[config.mk]
export PLATFORM = sky130hd
export DESIGN_NAME = evmap_cond
export DESIGN_NICKNAME = d
export VERILOG_FILES = /design/src/rtl/evmap_pkg.sv /design/src/rtl/evmap_table.sv /design/src/rtl/evmap_match.sv /design/src/rtl/evmap_cond_reg.sv /design/src/rtl/evmap_cond.sv
export SDC_FILE = /design/constraint.sdc
export NUM_CORES = 1
export LEC_CHECK = 0
export ABC_CLOCK_PERIOD_IN_PS = 2700
export CAP_MARGIN = 10
export CORE_ASPECT_RATIO = 1.4
export CORE_MARGIN = 2
export CORE_UTILIZATION = 61
export CTS_BUF_LIST = sky130_fd_sc_hd__clkbuf_8
export DETAILED_ROUTE_END_ITERATION = 6
export PLACE_DENSITY_LB_ADDON = 0.12
export SYNTH_ARGS = -nofsm -noshare
export SYNTH_HDL_FRONTEND = slang
export SYNTH_SLANG_ARGS = --single-unit
[constraint.sdc]
create_clock -name clk_i -period 2.7 [get_ports clk_i]
set_input_delay 0.405 -clock clk_i [delete_from_list [all_inputs] [get_ports clk_i]]
set_output_delay 0.405 -clock clk_i [all_outputs]
set_load 0.02 [all_outputs]
[src/rtl/evmap_pkg.sv]
package evmap_pkg;
  typedef enum logic {SEL_SET = 1'b0, SEL_CLR = 1'b1} ev_sel_e;
endpackage

[src/rtl/evmap_table.sv]
module evmap_table #(
  parameter int NUM_BITS = 15,
  parameter int EV_W     = 16,
  parameter int IDX_W    = 4
) (
  input  logic                           clk_i,
  input  logic                           rst_ni,
  input  logic                           we_i,
  input  logic [IDX_W-1:0]               widx_i,
  input  logic                           wsel_i,
  input  logic [EV_W-1:0]                wdata_i,
  input  logic [IDX_W-1:0]               ridx_i,
  input  logic                           rsel_i,
  output logic [EV_W-1:0]                rdata_o,
  output logic [NUM_BITS-1:0][EV_W-1:0]  set_tbl_o,
  output logic [NUM_BITS-1:0][EV_W-1:0]  clr_tbl_o
);
  import evmap_pkg::*;

  for (genvar i = 0; i < NUM_BITS; i++) begin : g_ent
    logic hit_w;
    assign hit_w = we_i && (widx_i == IDX_W'(i));
    always_ff @(posedge clk_i or negedge rst_ni) begin
      if (!rst_ni) begin
        set_tbl_o[i] <= '0;
        clr_tbl_o[i] <= '0;
      end else if (hit_w) begin
        if (ev_sel_e'(wsel_i) == SEL_SET) set_tbl_o[i] <= wdata_i;
        else                              clr_tbl_o[i] <= wdata_i;
      end
    end
  end

  always_comb begin
    rdata_o = '0;
    for (int i = 0; i < NUM_BITS; i++) begin
      if (ridx_i == IDX_W'(i)) rdata_o = rsel_i ? clr_tbl_o[i] : set_tbl_o[i];
    end
  end

  // an out-of-range write leaves every entry untouched
  p_oor_write_ignored_r9: assert property (@(posedge clk_i) disable iff (!rst_ni)
    (we_i && (int'(widx_i) >= NUM_BITS)) |=> ($stable(set_tbl_o) && $stable(clr_tbl_o)));
endmodule

[src/rtl/evmap_match.sv]
module evmap_match #(
  parameter int NUM_BITS = 15,
  parameter int EV_W     = 16
) (
  input  logic                           ev_valid_i,
  input  logic [EV_W-1:0]                ev_num_i,
  input  logic [NUM_BITS-1:0][EV_W-1:0]  set_tbl_i,
  input  logic [NUM_BITS-1:0][EV_W-1:0]  clr_tbl_i,
  output logic [NUM_BITS-1:0]            hit_set_o,
  output logic [NUM_BITS-1:0]            hit_clr_o
);
  logic live;
  assign live = ev_valid_i && (ev_num_i != '0);

  for (genvar i = 0; i < NUM_BITS; i++) begin : g_cmp
    assign hit_set_o[i] = live && (set_tbl_i[i] == ev_num_i);
    assign hit_clr_o[i] = live && (clr_tbl_i[i] == ev_num_i);
  end
endmodule

[src/rtl/evmap_cond_reg.sv]
module evmap_cond_reg #(
  parameter int NUM_BITS = 15
) (
  input  logic                 clk_i,
  input  logic                 rst_ni,
  input  logic [NUM_BITS-1:0]  hit_set_i,
  input  logic [NUM_BITS-1:0]  hit_clr_i,
  output logic [NUM_BITS-1:0]  cond_o
);
  for (genvar i = 0; i < NUM_BITS; i++) begin : g_bit
    always_ff @(posedge clk_i or negedge rst_ni) begin
      if (!rst_ni)           cond_o[i] <= 1'b0;
      else if (hit_set_i[i]) cond_o[i] <= 1'b1;  // set wins
      else if (hit_clr_i[i]) cond_o[i] <= 1'b0;
    end

    p_set_hit_r3: assert property (@(posedge clk_i) disable iff (!rst_ni)
      hit_set_i[i] |=> cond_o[i]);
    p_clr_hit_r4: assert property (@(posedge clk_i) disable iff (!rst_ni)
      (hit_clr_i[i] && !hit_set_i[i]) |=> !cond_o[i]);
    p_hold_r8: assert property (@(posedge clk_i) disable iff (!rst_ni)
      (!hit_set_i[i] && !hit_clr_i[i]) |=> $stable(cond_o[i]));
  end
endmodule

[src/rtl/evmap_cond.sv]
module evmap_cond #(
  parameter int NUM_BITS = 15,
  parameter int EV_W     = 16,
  localparam int IDX_W   = $clog2(NUM_BITS + 1)
) (
  input  logic                 clk_i,
  input  logic                 rst_ni,
  input  logic                 cfg_we_i,
  input  logic [IDX_W-1:0]     cfg_widx_i,
  input  logic                 cfg_wsel_i,
  input  logic [EV_W-1:0]      cfg_wdata_i,
  input  logic [IDX_W-1:0]     cfg_ridx_i,
  input  logic                 cfg_rsel_i,
  output logic [EV_W-1:0]      cfg_rdata_o,
  input  logic                 ev_valid_i,
  input  logic [EV_W-1:0]      ev_num_i,
  output logic [NUM_BITS-1:0]  cond_o
);
  logic [NUM_BITS-1:0][EV_W-1:0] set_tbl, clr_tbl;
  logic [NUM_BITS-1:0]           hit_set, hit_clr;

  evmap_table #(.NUM_BITS(NUM_BITS), .EV_W(EV_W), .IDX_W(IDX_W)) u_table (
    .clk_i, .rst_ni,
    .we_i(cfg_we_i), .widx_i(cfg_widx_i), .wsel_i(cfg_wsel_i), .wdata_i(cfg_wdata_i),
    .ridx_i(cfg_ridx_i), .rsel_i(cfg_rsel_i), .rdata_o(cfg_rdata_o),
    .set_tbl_o(set_tbl), .clr_tbl_o(clr_tbl)
  );

  evmap_match #(.NUM_BITS(NUM_BITS), .EV_W(EV_W)) u_match (
    .ev_valid_i, .ev_num_i, .set_tbl_i(set_tbl), .clr_tbl_i(clr_tbl),
    .hit_set_o(hit_set), .hit_clr_o(hit_clr)
  );

  evmap_cond_reg #(.NUM_BITS(NUM_BITS)) u_cond (
    .clk_i, .rst_ni, .hit_set_i(hit_set), .hit_clr_i(hit_clr), .cond_o
  );

  p_zero_ev_r5: assert property (@(posedge clk_i) disable iff (!rst_ni)
    (ev_valid_i && ev_num_i == '0) |=> $stable(cond_o));
  p_idle_r8: assert property (@(posedge clk_i) disable iff (!rst_ni)
    !ev_valid_i |=> $stable(cond_o));
  p_hit_onehot_free_r7: assert property (@(posedge clk_i) disable iff (!rst_ni)
    ev_valid_i |=> ((cond_o & ~$past(cond_o)) == ($past(hit_set) & ~$past(cond_o))));
endmodule

### Word level (Yosys, flattened, before mapping)

Cells that the tools add are included.

* equal/unequal tests: 58
* reductions and logical operators: 94
* div/mod/pow operators: 0
* magnitude comparators: 0
* bitwise logic cells: 1
* shift operators: 0
* $mul: 0
* $add $sub $neg: 0
* muxes and demuxes: 60

Operator list (count)
* $eq 16x16->1: 30
* $mux 16: 30
* $reduce_and 2->1: 30
* $eq 4x4->1 const B: 14
* $logic_and 1x1->1: 46
* $eq 4x3->1 const B: 8
* $mux 1: 30
* $reduce_bool 2->1: 15
* $eq 4x2->1 const B: 4
* $reduce_bool 16->1: 1
* $eq 4x1->1 const B: 2
* $logic_not 4->1: 2
* $not 1->1: 1

* flip-flop bits (word level): 495
* RAM bits: 0
* memories: 0
* logic and storage cells: 258
* input bits: 46
* ROM bits: 0
* output and inout bits: 31
* latch bits: 0

### Longest topological paths before layout

Gate-level depths: netlist (run 1).

* word-level depth: 16
* mapped depth: 9

### Hierarchy

A second synthesis (run 1) with hierarchy kept.

* cells, all modules: 2477
* area, all modules: 29973.7 um^2

Modules (own cells, without submodules)
* evmap_table: cells each 1699, area each 22987.0 um^2, sequential area each 12011.5 um^2, times used 1
* evmap_match: cells each 733, area each 6442.4 um^2, sequential area each 0.0 um^2, times used 1
* evmap_cond_reg: cells each 45, area each 544.3 um^2, sequential area each 375.4 um^2, times used 1

### Worst setup path after synthesis (run 1)

Ideal clock, no wire load.

* path kind: input port to output port
* from: in cfg_ridx_i[1]
* to: out cfg_rdata_o[14]
* path slack: 0.330 ns
* cell stages on the path: 8
* buffers on the path: 3
* data arrival time: 1.965 ns
* path through: buf_4 or3b_1 buf_6 buf_6 o22ai_2 a211oi_1 o2111a_1 o32ai_2

* longest elaborated chain between the ends: 16
* elaborated cells on any way between the ends: 30
* classes of those cells: 14 x eq/ne; 15 x mux; 1 x reduce/logical

Ends and longest elaborated chain
* start, declared: RTL line evmap_cond.sv:12 `input logic [IDX_W-1:0] cfg_ridx_i,`
* $logic_not 4->1: RTL line evmap_table.sv:37 `if (ridx_i == IDX_W'(i)) rdata_o = rsel_i ? clr_tbl_o[i] : set_tbl_o[i];`
* $mux 16 (14 in series): RTL line evmap_table.sv:37
* $mux 16 (*): RTL line evmap_table.sv:37
* end, declared: RTL line evmap_cond.sv:14 `output logic [EV_W-1:0] cfg_rdata_o,`

Every way passes the cells marked *; elsewhere a longest branch is shown, timed or not.

### Worst setup path after layout (run 1)

* from: reg u_table.set_tbl_o[72] (netlist bit)
* to: out cfg_rdata_o[8]

* longest elaborated chain between the ends: 12

Ends and longest elaborated chain
* start, declared: RTL line evmap_table.sv:15 `output logic [NUM_BITS-1:0][EV_W-1:0] set_tbl_o,`
* start signal, assigned by index: RTL line evmap_table.sv:28 `if (ev_sel_e'(wsel_i) == SEL_SET) set_tbl_o[i] <= wdata_i;`
* $mux 16 (12 in series): RTL line evmap_table.sv:37

Every way passes these cells.

==> run_results.csv, run 1 <==
group,metric,value,unit
critical_path,worstSetupPathDepth,6,
floorplanning,die-area,49500,sq um
timing,drv_slew,0,
power_and_ir_drop,switching_share,0.337,
placement,port_buffers,76,
flow_run,drv_cap,0,
global_route,grt_overflow,0,
timing,grt_setup_unrepaired,"true",
yosys,syn_avg_cell_area,12.0,sq um
global_route,track_usage,0.443,
yosys,yosysTopAreaCell,"dfrtp_1",
power_and_ir_drop,power.leakage,17.2,nW
yosys,synth_edf_count,0,
yosys,synthArstFlopShare,1.00,
critical_path,max_stage_delay,0.56,ns
finish,multi_input_area,16200,sq um
timing,hold_viol,0,
floorplanning,pin_count,77,
timing,tightestPinTransition,0.920,ns
power_and_ir_drop,p_sw,0.00817,W
placement,placed_cell_area,33600,sq um
finish,nNetsFinal,2894,
finish,fin_area,35900,sq um
floorplanning,fp.dieH,263,um
finish,area_delta_synth_final,23.4,%
detailed_routing,drtAntennaViolNets,0,
finish,fill_cells,3096,
yosys,syn_nets,2477,
worst_hold_path,hold_class,"primary input to async pin",
yosys,synth_top_cell_area_share,0.425,
yosys,ys_warn_count,0,
detailed_routing,via_per_inst,6.55,
critical_path,reg2reg_from,"u_table.clr_tbl_o[102]$_DFFE_PN0P_",
clocking,cts-root-buf,"clkbuf_8",
critical_path,end_kind,"primary output",
yosys,syn_inst,2431,
critical_path,cp_num_buf_inv,2,
finish,layout_common_cells,"mux2_2 (496), dfrtp_1 (495), xor2_1 (481), buf_4 (426), mux2i_1 (171)",
critical_path,path_cells,"mux4_2, o2111a_2, a2111oi_4, buf_4, o22ai_4, buf_6",
placement,hpwl,74.9,mm
critical_path,crit_path_start,"u_table.set_tbl_o[72]$_DFFE_PN0P_",
timing,setup_viol,16,
yosys,synth_ff_type,"dfrtp_1",
status,outcome,"finished, violations left",
floorplanning,row_count,94,
status,violations,"negative setup slack",
critical_path,critPathLaunchType,"flip-flop",
critical_path,slowest_stage,"mux4_2",
power_and_ir_drop,p_int,0.0161,W
clocking,clkTransAtPathRegs,0.07,ns
critical_path,worstPathArrival,2.68,ns
critical_path,rr_endpoint,"u_cond.cond_o[6]$_DFFE_PN0P_",
detailed_routing,wire_per_inst,31.0,um
clocking,clkLatencyLatePin,0.71,ns
floorplanning,core_area,47000,sq um
critical_path,cp_top_family,"compound AO/OA/AOI/OAI gates",
yosys,yosysSeqAreaShare,0.425,
timing,slew_headroom,0.387,
critical_path,worstPathRequired,2.30,ns
yosys,syn-cell-area,29100,sq um
detailed_routing,drtIter0Drc,2518,
power_and_ir_drop,p_clk_frac,0.274,
critical_path,critPathKind,"flip-flop to primary output",
detailed_routing,drc_errors,0,
global_route,grt_pass1_wl,159,mm
clocking,cts-buffers-inserted,80,
critical_path,worstRegToRegCells,5,
clocking,htreeDepth,3,
finish,layout.area.seq,12400,sq um
finish,drive_gt1_frac,0.428,
timing,final.min_clock_period,3.09,ns
timing,fmax,324,MHz
timing,timing.final.crit_share,1.14,
placement,place_ws,-1.24,ns
placement,globalplace.congestion,1.12,
clocking,cts_tree,"built",
critical_path,cp_max_fo,4,
power_and_ir_drop,vdd_drop_max,0.000694,V
yosys,synth_seq_cells,495,
finish,final_common_cell,"mux2_2",
yosys,synth_cell_types,49,
floorplanning,die_w,189,um
timing,worst_slack,-0.386,ns
critical_path,rrSetupSlack,0.85,ns
detailed_routing,drt-total-wl,109,mm
clocking,clockBufferDepth,3,
critical_path,endpoint,"cfg_rdata_o[8]",
global_route,grt_pass1_vias,24300,
power_and_ir_drop,comb_power_share,0.308,
global_route,antenna_found_initial,3,
yosys,synth_area_leaders,"dfrtp_1 (43%), mux2_2 (19%), xor2_1 (14%), mux2i_1 (6.1%), nor4_1 (2.7%)",
clocking,clock-sinks,495,
global_route,grt_max_degree,95,
floorplanning,start_util,0.619,
detailed_routing,num_vias,23100,
timing,skew,0.0219,ns
power_and_ir_drop,p_per_area,674,nW/um^2
power_and_ir_drop,seqPwrFrac,0.418,
detailed_routing,first_pass_iters,6,
==> per-layer routing <==
| metal | vias up | routed length (um) | GRT usage |
|---|---|---|---|
| met5 | - | 0 | 0 |
| li1 | 9628 | - | - |
| met2 | 1307 | 51700 | 0.711 |
| met4 | 0 | 9800 | 0.345 |
| met1 | 11800 | 38800 | 0.520 |
| met3 | 447 | 9200 | 0.0916 |
==> cell type report <==
type                            instances  area share
Timing Repair Buffer                  557       0.138
Sequential cell                       495       0.345
Clock buffer                           99      0.0379
Tap cell                              624      0.0217
Multi-Input combinational cell       1712       0.451
Clock inverter                         44     0.00658
Inverter                                2    0.000209
Antenna cell                            1   0.0000696
==> logic make-up after synthesis <==
logic type / Yosys count / share of synthesized area
muxes: 704 / 0.277
DFF: 495 / 0.425
xor gates and xnor gates: 481 / 0.145
and+or+nand+nor: 273 / 0.0552
AOI/OAI and AO/OA: 254 / 0.0598
buffers and inverters: 224 / 0.0378
==> through the flow <==
step / power [W] / instances / hold slack, ns / util / TNS (ns)
final: 0.0242 / 3534 / 0.231 / 0.764 / -4.37
after global routing: 0.0251 / 3534 / 0.243 / 0.764 / -5.10
after CTS: 0.0239 / 3524 / 0.236 / 0.758 / -4.40
after detailed placement: 0.0171 / 3368 / 0.373 / 0.713 / -16.53
after global placement: 0.0169 / 3368 / 0.373 / 0.713 / -16.61
after floorplan: 0.0137 / 2431 / 0.109 / - / 0
==> synth_stat cells (all sizes together), types with 16 or more instances <==
master / n
mux2i: 176
nand2: 52
nor4: 124
clkbuf: 121
mux4: 32
o2111a: 16
nor2: 37
o21ai: 77
mux2: 496
a21oi: 32
dfrtp: 495
o22ai: 32
nand4: 32
a22oi: 31
xor2: 481
buf: 101
==> worst min-delay path by stage <==
stage,from,end,cells after the start
floorplan,rst_ni,u_cond.cond_o[0]$_DFFE_PN0P_,0
global placement,rst_ni,u_table.clr_tbl_o[239]$_DFFE_PN0P_,1
detailed placement,rst_ni,u_table.set_tbl_o[207]$_DFFE_PN0P_,1
CTS,rst_ni,u_table.set_tbl_o[207]$_DFFE_PN0P_,2
global route,rst_ni,u_table.clr_tbl_o[207]$_DFFE_PN0P_,2
finish,rst_ni,u_table.set_tbl_o[207]$_DFFE_PN0P_,2
==> power by group through the flow <==
stage	Clock [W]	Combinational, W	Sequential [W]
3_3_place_gp	0	0.00681	0.0101
4_1_cts	0.00667	0.00721	0.0101
6_report	0.00663	0.00747	0.0101
2_1_floorplan	0	0.00377	0.00994
5_1_grt	0.00699	0.00781	0.0103
3_5_place_dp	0	0.00693	0.0102
==> flip-flops by register name, indices dropped and copies added (netlist names) <==
name               flops
u_table.clr_tbl_o    240
u_cond.cond_o         15
u_table.set_tbl_o    240
==> worst reg2reg max path: stages (launching register included) <==
cell,delay [ns]
dfrtp_1,0.41
xor2_1,0.17
nor4_1,0.69
nand4_1,0.18
o21ai_0,0.16
o21ai_0,0.12
==> what timing repair did <==
action | in CTS | in global routing
hold endpoints to repair | 43 | 0
hold buffers | 1 | 0
gates resized for setup | 165 | 39
pin swaps | 10 | 16
setup buffers | 12 | 9
endpoints found under the setup margin | 16 | 16
(Power assumes the default switching activity.)
==> run 2, diff against run 1 <==
- SYNTH_HIERARCHICAL: unset -> 1
==> run_results.csv, run 2 <==
group,metric,value,unit
critical_path,worstPathArrival,2.63,ns
global_route,track_usage,0.368,
floorplanning,core_area,48800,sq um
critical_path,end_kind,"primary output",
critical_path,path_cells,"mux4_2, nor2b_4, o21ai_2, buf_4, o211ai_1, a221o_1, buf_6",
yosys,synth_top_cell_area_share,0.413,
global_route,antenna_found_initial,3,
floorplanning,die-area,51000,sq um
finish,top_regs,"u_table/clr_tbl_o (240), u_table/set_tbl_o (240), u_cond/cond_o (15)",
clocking,clkTransAtPathRegs,0.06,ns
flow_run,drv_cap,0,
yosys,synth-xor-area-share,0.140,
placement,globalplace.congestion,0.934,
power_and_ir_drop,power.leakage,16.4,nW
timing,grt_setup_unrepaired,"true",
timing,skew,0.0268,ns
worst_hold_path,hold_class,"primary input to async pin",
clocking,cts-root-buf,"clkbuf_8",
yosys,syn_avg_cell_area,12.1,sq um
yosys,synth_top_family_by_area,"multiplexers",
critical_path,crit_path_start,"u_table/clr_tbl_o[45]$_DFFE_PN0P_",
clocking,clockBufferDepth,3,
yosys,synthArstFlopShare,1.00,
critical_path,max_stage_delay,0.50,ns
global_route,grt_max_degree,75,
power_and_ir_drop,vdd_drop_max,0.000545,V
yosys,synth_fa_ha_area_frac,0,
finish,layout.area.seq,12400,sq um
yosys,ys_warn_count,6,
placement,place_ws,-0.730,ns
clocking,htreeDepth,3,
clocking,cts_tree,"built",
floorplanning,fp.dieH,266,um
clocking,cts-buffers-inserted,82,
critical_path,cp_max_fo,2,
critical_path,cp_top_family,"compound AO/OA/AOI/OAI gates",
floorplanning,row_count,96,
status,outcome,"finished, violations left",
finish,multi_input_area,16400,sq um
finish,drive_gt1_frac,0.421,
finish,nNetsFinal,2787,
critical_path,reg2reg_from,"u_table/clr_tbl_o[44]$_DFFE_PN0P_",
detailed_routing,drt-total-wl,92.6,mm
power_and_ir_drop,p_per_area,660,nW/um^2
yosys,synth_seq_cells,495,
finish,utilization,0.724,
global_route,grt_overflow,0,
global_route,grt_pass1_wl,139,mm
finish,layout_common_cells,"mux2_2 (508), dfrtp_1 (495), xor2_1 (480), buf_4 (261), mux2i_1 (172)",
yosys,yosysTopAreaCell,"dfrtp_1",
timing,hold_ws,0.311,ns
yosys,synthMostInstantiatedCell,"mux2_2",
clocking,clock-sinks,495,
finish,area_delta_synth_final,17.9,%
yosys,syn_nets,2523,
timing,worst_slack,-0.338,ns
timing,fmax,329,MHz
floorplanning,start_util,0.615,
detailed_routing,drtIter0Drc,1373,
critical_path,worstPathRequired,2.30,ns
timing,hold_viol,0,
yosys,synth_area_leaders,"dfrtp_1 (41%), mux2_2 (19%), xor2_1 (14%), mux2i_1 (5.9%), nor4_2 (3.8%)",
timing,timing.final.crit_share,1.13,
floorplanning,die_w,191,um
timing,setup_viol,11,
detailed_routing,num_vias,21500,
yosys,synthTopCellsByCount,"mux2_2 (509), dfrtp_1 (495), xor2_1 (480)",
status,violations,"negative setup slack",
yosys,syn_inst,2477,
finish,fill_cells,3497,
yosys,synth_ff_type,"dfrtp_1",
finish,final_common_cell,"mux2_2",
detailed_routing,first_pass_iters,5,
critical_path,critPathKind,"flip-flop to primary output",
yosys,syn-cell-area,30000,sq um
yosys,synthSimpleGateAreaFrac,0.0852,
timing,tightestPinTransition,0.765,ns
yosys,synth_compound_area_frac,0.0490,
timing,slew_headroom,0.486,
floorplanning,pin_count,77,
yosys,synth_cell_types,59,
detailed_routing,wire_per_inst,26.9,um
detailed_routing,drc_errors,0,
detailed_routing,drtAntennaViolNets,0,
placement,port_buffers,76,
critical_path,slowest_stage,"mux4_2",
detailed_routing,via_per_inst,6.23,
yosys,yosysSeqAreaShare,0.413,
placement,hpwl,65.9,mm
yosys,muxShareOfSynthArea,0.263,
critical_path,critPathLaunchType,"flip-flop",
global_route,grt_pass1_vias,22500,
timing,final.min_clock_period,3.04,ns
timing,fin_setup_tns,-2.44,ns
yosys,synth_edf_count,0,
critical_path,cp_num_buf_inv,2,
timing,drv_slew,0,
clocking,clkLatencyLatePin,0.67,ns
run 2: cell type report:
class,count,area share
flip-flops and latches,495,0.351
multi-input cells,1745,0.465
inverters,17,0.00181
well taps,637,0.0226
clock inverters,35,0.00436
clock buffers,114,0.0444
repair buffers,400,0.111
diodes,1,0.0000708
run 2: worst paths after layout:
check / to / slack, ns / cells after the start
setup / recovery: cfg_rdata_o[13] / -0.34 / 7
hold / removal: u_table/clr_tbl_o[208]$_DFFE_PN0P_ / 0.31 / 2
setup reg to reg: u_cond/cond_o[2]$_DFFE_PN0P_ / 0.77 / 7
hold reg to reg: u_cond/cond_o[13]$_DFFE_PN0P_ / 0.48 / 1
max in group asynchronous: u_table/set_tbl_o[123]$_DFFE_PN0P_ / 1.42 / 3
min in group clk_i: u_cond/cond_o[1]$_DFFE_PN0P_ / 0.40 / 6
run 2: where the power goes:
group          switching [W]  internal [W]
Combinational        0.00313       0.00320
Sequential           0.00130       0.00883
Clock                0.00311       0.00375
run 2: timing repair:
action	CTS	global route
setup buffers	15	24
cloned	5	1
pin swaps	27	20
hold endpoints to repair	58	0
setup endpoints to repair	16	16
hold buffers	1	0
resized for setup	151	42
run 2: cells by family (layout without fill, tap and decap cells):
logic type | Yosys count | count (layout)
AO/OA/AOI/OAI | 221 | 221
multiplexers | 702 | 702
flip-flops | 495 | 495
other | 0 | 1
buffers and inverters | 237 | 566
AND/OR/NAND/NOR | 342 | 342
XOR/XNOR | 480 | 480
run 2: per-stage QoR:
stage / cells / power (W) / cell area [sq um]
floorplan: 2477 / 0.0139 / 30000
global placement: 3252 / 0.0160 / 32800
detailed placement: 3252 / 0.0162 / 32800
CTS: 3422 / 0.0232 / 35000
global route: 3444 / 0.0243 / 35300
finish: 3444 / 0.0233 / 35300
run 2: per-layer routing:
metal	part of all wire	global-route usage	wire length [um]
met1	0.38	0.434	34900
met2	0.50	0.628	46500
met3	0.052	0.0528	4780
met4	0.069	0.231	6380
met5	0.00013	0	12
